$ cat src/rtl/bmr_pkg.sv
`timescale 1ns/1ps
package bmr_pkg;
  localparam int MODE_W    = 5;
  localparam int BANK_W    = 3;
  localparam int NUM_BANKS = 8;
  localparam int FIQ_FIRST = 8;   // first register private to the fast-interrupt bank
  localparam int SP_REG    = 13;  // first register private to every non-user bank
  localparam int PC_REG    = 15;
  localparam int NSAVED    = 5;

  typedef enum logic [BANK_W-1:0] {
    BK_USR, BK_FIQ, BK_IRQ, BK_SVC, BK_ABT, BK_UND, BK_SYS, BK_DUM
  } bank_e;

  function automatic logic has_saved(input logic [BANK_W-1:0] b);
    return (b >= BK_FIQ) && (b <= BK_UND);
  endfunction

  function automatic logic [BANK_W-1:0] saved_slot(input logic [BANK_W-1:0] b);
    return b - 3'd1;
  endfunction
endpackage

$ cat src/rtl/bmr_mode_map.sv
`timescale 1ns/1ps
module bmr_mode_map import bmr_pkg::*; (
  input  logic [MODE_W-1:0] mode,
  output bank_e             bank
);
  always_comb begin
    case (mode)
      5'h00, 5'h10: bank = BK_USR;
      5'h01, 5'h11: bank = BK_FIQ;
      5'h02, 5'h12: bank = BK_IRQ;
      5'h03, 5'h13: bank = BK_SVC;
      5'h17:        bank = BK_ABT;
      5'h1B:        bank = BK_UND;
      5'h1F:        bank = BK_SYS;
      default:      bank = BK_DUM;
    endcase
  end
endmodule

$ cat src/rtl/bmr_store.sv
`timescale 1ns/1ps
module bmr_store import bmr_pkg::*; #(
  parameter int DW  = 32,
  parameter int AW  = 4,
  parameter int NRP = 3
) (
  input  logic                       clk,
  input  logic                       rst,
  input  logic                       wa_en,
  input  logic [BANK_W-1:0]          wa_bank,
  input  logic [AW-1:0]              wa_addr,
  input  logic [DW-1:0]              wa_data,
  input  logic                       wb_en,
  input  logic [BANK_W-1:0]          wb_bank,
  input  logic [AW-1:0]              wb_addr,
  input  logic [DW-1:0]              wb_data,
  input  logic [NRP-1:0][BANK_W-1:0] rd_bank,
  input  logic [NRP-1:0][AW-1:0]     rd_addr,
  output logic [NRP-1:0][DW-1:0]     rd_data
);
  // Slot layout: shared low registers, PC, user 8..12, fast-interrupt 8..12,
  // then one pair (13,14) per bank except the dummy bank.
  localparam int SLOT_PC   = FIQ_FIRST;
  localparam int SLOT_USR  = SLOT_PC + 1;
  localparam int SLOT_FIQ  = SLOT_USR + (SP_REG - FIQ_FIRST);
  localparam int SLOT_PAIR = SLOT_FIQ + (SP_REG - FIQ_FIRST);
  localparam int NSLOT     = SLOT_PAIR + 2 * (NUM_BANKS - 1);
  localparam int SW        = $clog2(NSLOT);

  logic [DW-1:0] mem [NSLOT];

  function automatic logic [SW:0] slot_of(input logic [BANK_W-1:0] b, input logic [AW-1:0] r);
    int ri;
    int s;
    logic ok;
    ri = int'(r);
    s  = 0;
    ok = 1'b1;
    if (ri < FIQ_FIRST)     s = ri;
    else if (ri == PC_REG)  s = SLOT_PC;
    else if (b == BK_DUM)   ok = 1'b0;
    else if (ri < SP_REG)   s = ((b == BK_FIQ) ? SLOT_FIQ : SLOT_USR) + ri - FIQ_FIRST;
    else                    s = SLOT_PAIR + 2 * int'(b) + ri - SP_REG;
    return {ok, s[SW-1:0]};
  endfunction

  logic [SW:0] wa_slot, wb_slot;
  assign wa_slot = slot_of(wa_bank, wa_addr);
  assign wb_slot = slot_of(wb_bank, wb_addr);

  // Side write first, main write last: the main port wins a shared slot.
  always_ff @(posedge clk) begin
    if (wb_en && wb_slot[SW]) mem[wb_slot[SW-1:0]] <= wb_data;
    if (wa_en && wa_slot[SW]) mem[wa_slot[SW-1:0]] <= wa_data;
  end

  for (genvar p = 0; p < NRP; p++) begin : g_rd
    logic [SW:0]   sl;
    logic [DW-1:0] q;
    assign sl = slot_of(rd_bank[p], rd_addr[p]);
    always_ff @(posedge clk) begin
      if (rst)         q <= '0;
      else if (sl[SW]) q <= mem[sl[SW-1:0]];
      else             q <= '0;
    end
    assign rd_data[p] = q;
  end
endmodule

$ cat src/rtl/bmr_saved_status.sv
`timescale 1ns/1ps
module bmr_saved_status import bmr_pkg::*; #(
  parameter int DW = 32
) (
  input  logic              clk,
  input  logic              rst,
  input  logic [BANK_W-1:0] bank,
  input  logic              we,
  input  logic [DW-1:0]     wdata,
  input  logic [DW-1:0]     cur,
  output logic [DW-1:0]     rdata
);
  logic [DW-1:0]     held [NSAVED];
  logic              ok;
  logic [BANK_W-1:0] idx;

  assign ok  = has_saved(bank);
  assign idx = saved_slot(bank);

  always_ff @(posedge clk) begin
    if (we && ok) held[idx] <= wdata;
  end

  always_ff @(posedge clk) begin
    if (rst)     rdata <= '0;
    else if (ok) rdata <= held[idx];
    else         rdata <= cur;
  end
endmodule

$ cat src/rtl/bmr_regfile.sv
`timescale 1ns/1ps
module bmr_regfile import bmr_pkg::*; #(
  parameter int DW = 32,
  parameter int AW = 4
) (
  input  logic              clk,
  input  logic              rst,
  input  logic [MODE_W-1:0] mode_i,
  input  logic [AW-1:0]     ra_addr,
  output logic [DW-1:0]     ra_data,
  input  logic [AW-1:0]     rb_addr,
  output logic [DW-1:0]     rb_data,
  input  logic              wr_en,
  input  logic [AW-1:0]     wr_addr,
  input  logic [DW-1:0]     wr_data,
  input  logic [MODE_W-1:0] sd_mode,
  input  logic [AW-1:0]     sd_addr,
  input  logic              sd_we,
  input  logic [DW-1:0]     sd_wdata,
  output logic [DW-1:0]     sd_rdata,
  input  logic              st_we,
  input  logic [DW-1:0]     st_wdata,
  input  logic [DW-1:0]     cur_status,
  output logic [DW-1:0]     st_rdata,
  output logic              priv_o
);
  localparam int NRP = 3;

  bank_e             cur_bank_nxt, sd_bank;
  logic [BANK_W-1:0] bank_q;
  logic              priv_q;

  bmr_mode_map u_cur_map (.mode(mode_i),  .bank(cur_bank_nxt));
  bmr_mode_map u_sd_map  (.mode(sd_mode), .bank(sd_bank));

  always_ff @(posedge clk) begin
    if (rst) begin
      bank_q <= BK_USR;
      priv_q <= 1'b0;
    end else begin
      bank_q <= cur_bank_nxt;
      priv_q <= |mode_i[1:0];
    end
  end
  assign priv_o = priv_q;

  logic [NRP-1:0][BANK_W-1:0] rd_bank;
  logic [NRP-1:0][AW-1:0]     rd_addr;
  logic [NRP-1:0][DW-1:0]     rd_data;

  assign rd_bank = {sd_bank, bank_q, bank_q};
  assign rd_addr = {sd_addr, rb_addr, ra_addr};

  bmr_store #(.DW(DW), .AW(AW), .NRP(NRP)) u_store (
    .clk     (clk),
    .rst     (rst),
    .wa_en   (wr_en),
    .wa_bank (bank_q),
    .wa_addr (wr_addr),
    .wa_data (wr_data),
    .wb_en   (sd_we),
    .wb_bank (sd_bank),
    .wb_addr (sd_addr),
    .wb_data (sd_wdata),
    .rd_bank (rd_bank),
    .rd_addr (rd_addr),
    .rd_data (rd_data)
  );

  assign ra_data  = rd_data[0];
  assign rb_data  = rd_data[1];
  assign sd_rdata = rd_data[2];

  bmr_saved_status #(.DW(DW)) u_status (
    .clk   (clk),
    .rst   (rst),
    .bank  (sd_bank),
    .we    (st_we),
    .wdata (st_wdata),
    .cur   (cur_status),
    .rdata (st_rdata)
  );
endmodule

$ cat config.mk
export PLATFORM = sky130hd
export DESIGN_NAME = bmr_regfile
export DESIGN_NICKNAME = d
export VERILOG_FILES = /design/src/rtl/bmr_pkg.sv /design/src/rtl/bmr_mode_map.sv /design/src/rtl/bmr_store.sv /design/src/rtl/bmr_saved_status.sv /design/src/rtl/bmr_regfile.sv
export SDC_FILE = /design/constraint.sdc
export NUM_CORES = 2
export LEC_CHECK = 0
export BUFFER_PORTS_ARGS = -buffer_cell sky130_fd_sc_hd__buf_2
export CAP_MARGIN = 15
export CORE_AREA = 10 10 492 494
export CTS_BUF_LIST = sky130_fd_sc_hd__clkbuf_8
export CTS_CLUSTER_DIAMETER = 80
export CTS_CLUSTER_SIZE = 12
export DETAILED_ROUTE_END_ITERATION = 7
export DIE_AREA = 0 0 502 504
export PLACE_DENSITY = 0.52
export SYNTH_ARGS = -nofsm -noshare
export SYNTH_HDL_FRONTEND = slang
export SYNTH_SLANG_ARGS = --single-unit
$ cat constraint.sdc
create_clock -name clk -period 8.9 [get_ports clk]
set_input_delay 0.89 -clock clk [delete_from_list [all_inputs] [get_ports clk]]
set_output_delay 0.89 -clock clk [all_outputs]
set_load 0.05 [all_outputs]
[After elaboration in Yosys (flattened, before gate mapping)]
Memories as Yosys holds them, arrays and structs flattened. A register that Yosys moved wholly into a read port is not among the register bits.
Index checks and enable logic that the tools add are counted.
Widths: inputs -> output; s select.
Storage, ports and cells
  register bits: 33
  bits in writable memories: 1216
  bits in read-only memories: 192
  output and inout port bits: 129
  word-level logic and storage cells: 89
  memories: 4
Memories
  u_store.mem: words 33, width 32, read ports 3, clocked after Yosys merged registers in 3, write ports 2, RTL line bmr_store.sv:30  | logic [DW-1:0] mem [NSLOT];
  u_status.held: words 5, width 32, read ports 1, clocked after Yosys merged registers in 0, write ports 1, RTL line bmr_saved_status.sv:13  | logic [DW-1:0] held [NSAVED];
  (name not given): words 32, width 3, read ports 1, clocked after Yosys merged registers in 1, write ports 0, RTL line bmr_mode_map.sv:7  | case (mode)
  (name not given): words 32, width 3, read ports 1, clocked after Yosys merged registers in 0, write ports 0, RTL line bmr_mode_map.sv:7
Cells by class
  add/subtract/negate cells: 19
  order comparisons: 10
  equality and inequality tests: 8
  multiplexer cells: 35
  bitwise gates (word level): 3
  reduce and logical (&&, ||, !) cells: 8
Operators by type and width (number)
  $mux 6: 16
  $add 6x5->6: 8
  $sub 6x5->6 const B: 8
  $lt 4x4->1 const B: 8
  $mux 32: 1
  $eq 4x1->1 const B: 4
  $mux 1: 16
  $add 5x4->6 const A: 2
  $reduce_or 2->1: 4
  $eq 3x1->1 const B: 2
  $eq 3x3->1 const B: 2
  $mux 3: 2
  $logic_and 1x1->1: 4
  $ge 3x1->1 const B: 1
  $le 3x3->1 const B: 1
  $not 1->1: 3
  $sub 3x1->3 const B: 1

[Logic depth before layout (Yosys ltp)]
An unclocked memory read counts as a cell.
  depth in word-level cells: 9
  mapped depth: 21

[By module]
Synthesis repeated with hierarchy kept, for this count alone.
Second synthesis, totals
  cell total of the unflattened synthesis: 7972
  area total of the unflattened synthesis: 85080.3 um^2
By module, submodules not included
  bmr_store: instances 1, cells each 7479, area each 77426.8 um^2
  bmr_saved_status: instances 1, cells each 471, area each 7452.1 um^2
  bmr_regfile: instances 1, cells each 8, area each 116.4 um^2
  bmr_mode_map: instances 2, cells each 7, area each 42.5 um^2

[Worst setup path after synthesis]
OpenSTA, ideal clock, no wires.
  path type: input to register
  start point: in sd_mode[3]
  end point: mem u_status.held[4][0] (enable)
  setup time: 0.513 ns
  arrival time: 6.434 ns
  required time: 8.387 ns
  setup slack: 1.953 ns
  stages: 10
  buffers on the path: 3
  cell sequence: buf_4 > nor2_1 > inv_1 > o22a_1 > inv_2 > buf_2 > ha_1 > xnor2_1 > clkbuf_1 > nor4b_1
On the way
  word-level cells in the longest chain between the ends: 6
  elaborated cells between the ends (all ways): 8
  classes of those cells: add/sub (1); order compare (2); mux (2); reduce/logical (2); memory (1)
RTL lines
  start: declaration: RTL line bmr_regfile.sv:16  | input logic [MODE_W-1:0] sd_mode,
  $mem_v2 32x3 *
  $ge 3x1->1 or $le 3x3->1 (tied branches): RTL line bmr_pkg.sv:16  | return (b >= BK_FIQ) && (b <= BK_UND);
  $logic_and 1x1->1: RTL line bmr_pkg.sv:16
  $logic_and 1x1->1: RTL line bmr_saved_status.sv:21  | if (we && ok) held[idx] <= wdata;
  $mux 1: RTL line bmr_saved_status.sv:21
  $mux 1 (implied by the code): RTL line bmr_saved_status.sv:21
  end: declaration: RTL line bmr_saved_status.sv:13
Every way passes the cells marked *; elsewhere a longest branch is shown, timed or not.

==> run summary <==
Post-synth cell types: 90
Total non-filler cell area in the finished layout: 0.0911 mm2
TritonCTS clock tree: done
GRT Overall Usage: 32.1%
Port Buffer Count: 287
Data required time of the critical path: 9.54 ns
Biggest cell delay along the critical path: 0.88 ns
Most instantiated flip-flop cell in the synthesis netlist: edfxtp_1
Top-level I/O count: 288
Routed WL: 426,000 um
Post-DRT Antenna Nets: 0
Endpoint type of the worst setup path: flip-flop
Share of the yosys chip area belonging to registers: 47.1%
Most frequent cells in the layout: 1,624 x nand2_1, 1,216 x edfxtp_1, 1,071 x mux2_2, 487 x nand3_1, 288 x buf_2
#FFs+latches synth: 1,348
First-pass GRT wire length: 579,000 um
Transition time at the pin with the least slew margin: 1.38 ns
Post-CTS clock slew at the launch and capture registers of the worst setup and hold paths: 0.10 ns
Post-cts gate resize count: 0
Worst vdd rail ir drop: 0.163 mV
Largest cells by area after synthesis: edfxtp_1 44%, mux2_2 15%, nand2_1 7.4%
Count of maximum capacitance violations: 0
Critical-path top delay cell: o22ai_4
Overall power: 16.9 mW
Final RePlAce weighted congestion: 0.943
Fraction of final layout cells sized beyond drive strength 1: 28.8%
Via/cell ratio: 6.99
Count of buffer and inverter cells on the critical path: 5
# DRC: 0
Skew final: 0.0628 ns
Area share of the largest cell type after synthesis: 43.9%
Number of levels in the clock H-tree: 4
DR WL/cell: 40.2 um
Initial core utilization: 35.8%
Pin count of the biggest net entering global routing: 134
Synthesis-to-finish area growth: 9.58%
Critical-path cell list: buf_2 -> nor2_1 -> inv_1 -> o22a_1 -> ha_1 -> nor3b_4 -> inv_1 -> ha_1 -> ha_1 -> xor2_1 -> a211oi_4 -> buf_4 -> nor2_4 -> nand2_1 -> o22ai_4 -> buf_4
Clock latency at the later pin of the worst-skew pair: 1.01 ns
Worst path setup slack after routing: 3.02 ns
Max Freq: 170 MHz
Mapped Cells: 7,574
Post-layout utilization of the core: 39.3%
Die Y-Extent: 504 um
Overflow left after global routing: 0
Most frequent standard cell in the layout excluding fill and tap cells: nand2_1
Final hold viol count: 0
Core Box Area: 0.232 mm2
Post-Synthesis Net Count: 7,780
Post-DP HPWL: 250,000 um
Power density over the cells: 185 mW/mm2
Library cell used as clock root buffer: clkbuf_8
Die footprint: 0.253 mm2
Leakage Power: 30.8 nW
Max Transition Viols Final: 0
Min Tclk post-route: 5.88 ns
CTS sink cnt: 1,348
Synthesized area per cell: 11.0 um2
Max_slew headroom: 7.90%
Worst Setup Start Kind: input port
Cell seen most often among critical-path stages: ha_1
Non-filler instance count after layout: 10,583
Final net count: 7,592
Number of rows in the core area: 177
Share of synthesized flip-flops with an asynchronous set or reset: 0%
Top Family by Delay on Critical Path: simple AND/OR/NAND/NOR gates
Area after detailed placement: 0.0880 mm2
Path class of the lowest-slack min-delay path: in2reg
Data arrival, critical path: 6.52 ns
CTS Buffer Depth: 3
WS Path Type: in2reg
Setup Fix Bufs, Post-CTS: 0
Outcome: complete, no violations
Via count of the first global-routing pass: 69,688
Setup TNS after final layout: 0 ns
Critical path peak fanout: 21
TritonCTS buffer count: 142
Number of hold buffers added after CTS: 0
Post-synth EDFFs: 1,216
DRC violation total after the first TritonRoute iteration: 14,370
Count of final setup violators: 0
Post-placement setup slack: 2.26 ns
Post-Place Cells: 10,283
Netlist area before placement: 0.0831 mm2
Die extent in x: 502 um
Via count: 74,027
Unrepaired setup endpoints after global routing: no
Number of iterations in the first detailed-routing pass: 7
Yosys Warn Count: 0
Number of antenna violations at the first check in global routing: 48
Fin crit share: 66.0%
Tightest hold margin: 0.111 ns
Library cell with the largest summed area after synthesis: edfxtp_1
-- worst register-to-register path, stage by stage (launching register included) --
cell and delay, ns:
dfxtp_1 0.36, inv_1 0.05, ha_1 0.33, ha_1 0.29, inv_1 0.06, ha_1 0.15
inv_1 0.06, fa_1 0.44, xnor2_1 0.16, nor2_1 0.06, a211o_1 0.35, a21oi_1 0.93
nand2_2 0.70, buf_4 0.54, o22ai_1 0.58, a31oi_1 0.21, a32o_1 0.43
-- cell usage after synthesis, drive strengths merged, types with 121 or more instances --
library cell / n
a211oi: 121
a311oi: 199
a31oi: 170
and3: 143
buf: 379
clkbuf: 474
dfxtp: 132
edfxtp: 1216
mux2: 1077
mux4: 228
nand2: 1631
nand3: 492
nor2: 124
-- sequential cells by signal, summed over array words and instances (netlist names) --
signal and flops:
bank_q 3, priv_o 1, u_status.held 160, u_status.rdata 32
u_store.g_rd.q 96, u_store.mem 1056
-- cell type report --
class,count,area [um2]
clock inverters,112,897
repair buffers,521,3650
clock buffers,150,2060
flip-flops and latches,1348,39200
diodes,36,90.1
well taps,3043,3810
fillers,22214,141000
multi-input cells,5340,41300
inverters,33,124
-- where the power goes --
| part | switching, mW | internal, mW |
|---|---|---|
| Combinational | 3.47 | 1.46 |
| Clock | 2.72 | 1.90 |
| Sequential | 0.172 | 7.16 |
-- layer usage --
metal	GRT usage (%)	vias up	wire (um)
met5	0	-	207
met4	19.9	30	32100
met3	11.4	1651	59900
met2	46.5	6797	180000
met1	40.5	36833	154000
li1	-	28716	-
-- path summary, 6_finish.rpt --
| path | startpoint | cells after the start | to | slack, ns |
|---|---|---|---|---|
| min reg2reg | u_store.mem[32][20] | 2 | u_store.g_rd[0].q[20] | 0.59 |
| max | sd_mode[2] | 16 | u_store.mem[18][10] | 3.02 |
| min | st_wdata[9] | 1 | u_status.held[3][9] | 0.11 |
| max reg2reg | bank_q[1] | 16 | u_store.g_rd[1].q[10] | 3.09 |
-- kinds of logic after synthesis --
family          Yosys count  synth area share [%]
xor+xnor                 15                 0.158
simple gates           2535                  13.2
buf+inv                 886                  4.60
fa+ha+maj                48                 0.783
compound gates         1327                  12.0
flops                  1348                  47.1
mux                    1415                  22.1
Note: power is estimated with default switching activity, not from simulation.
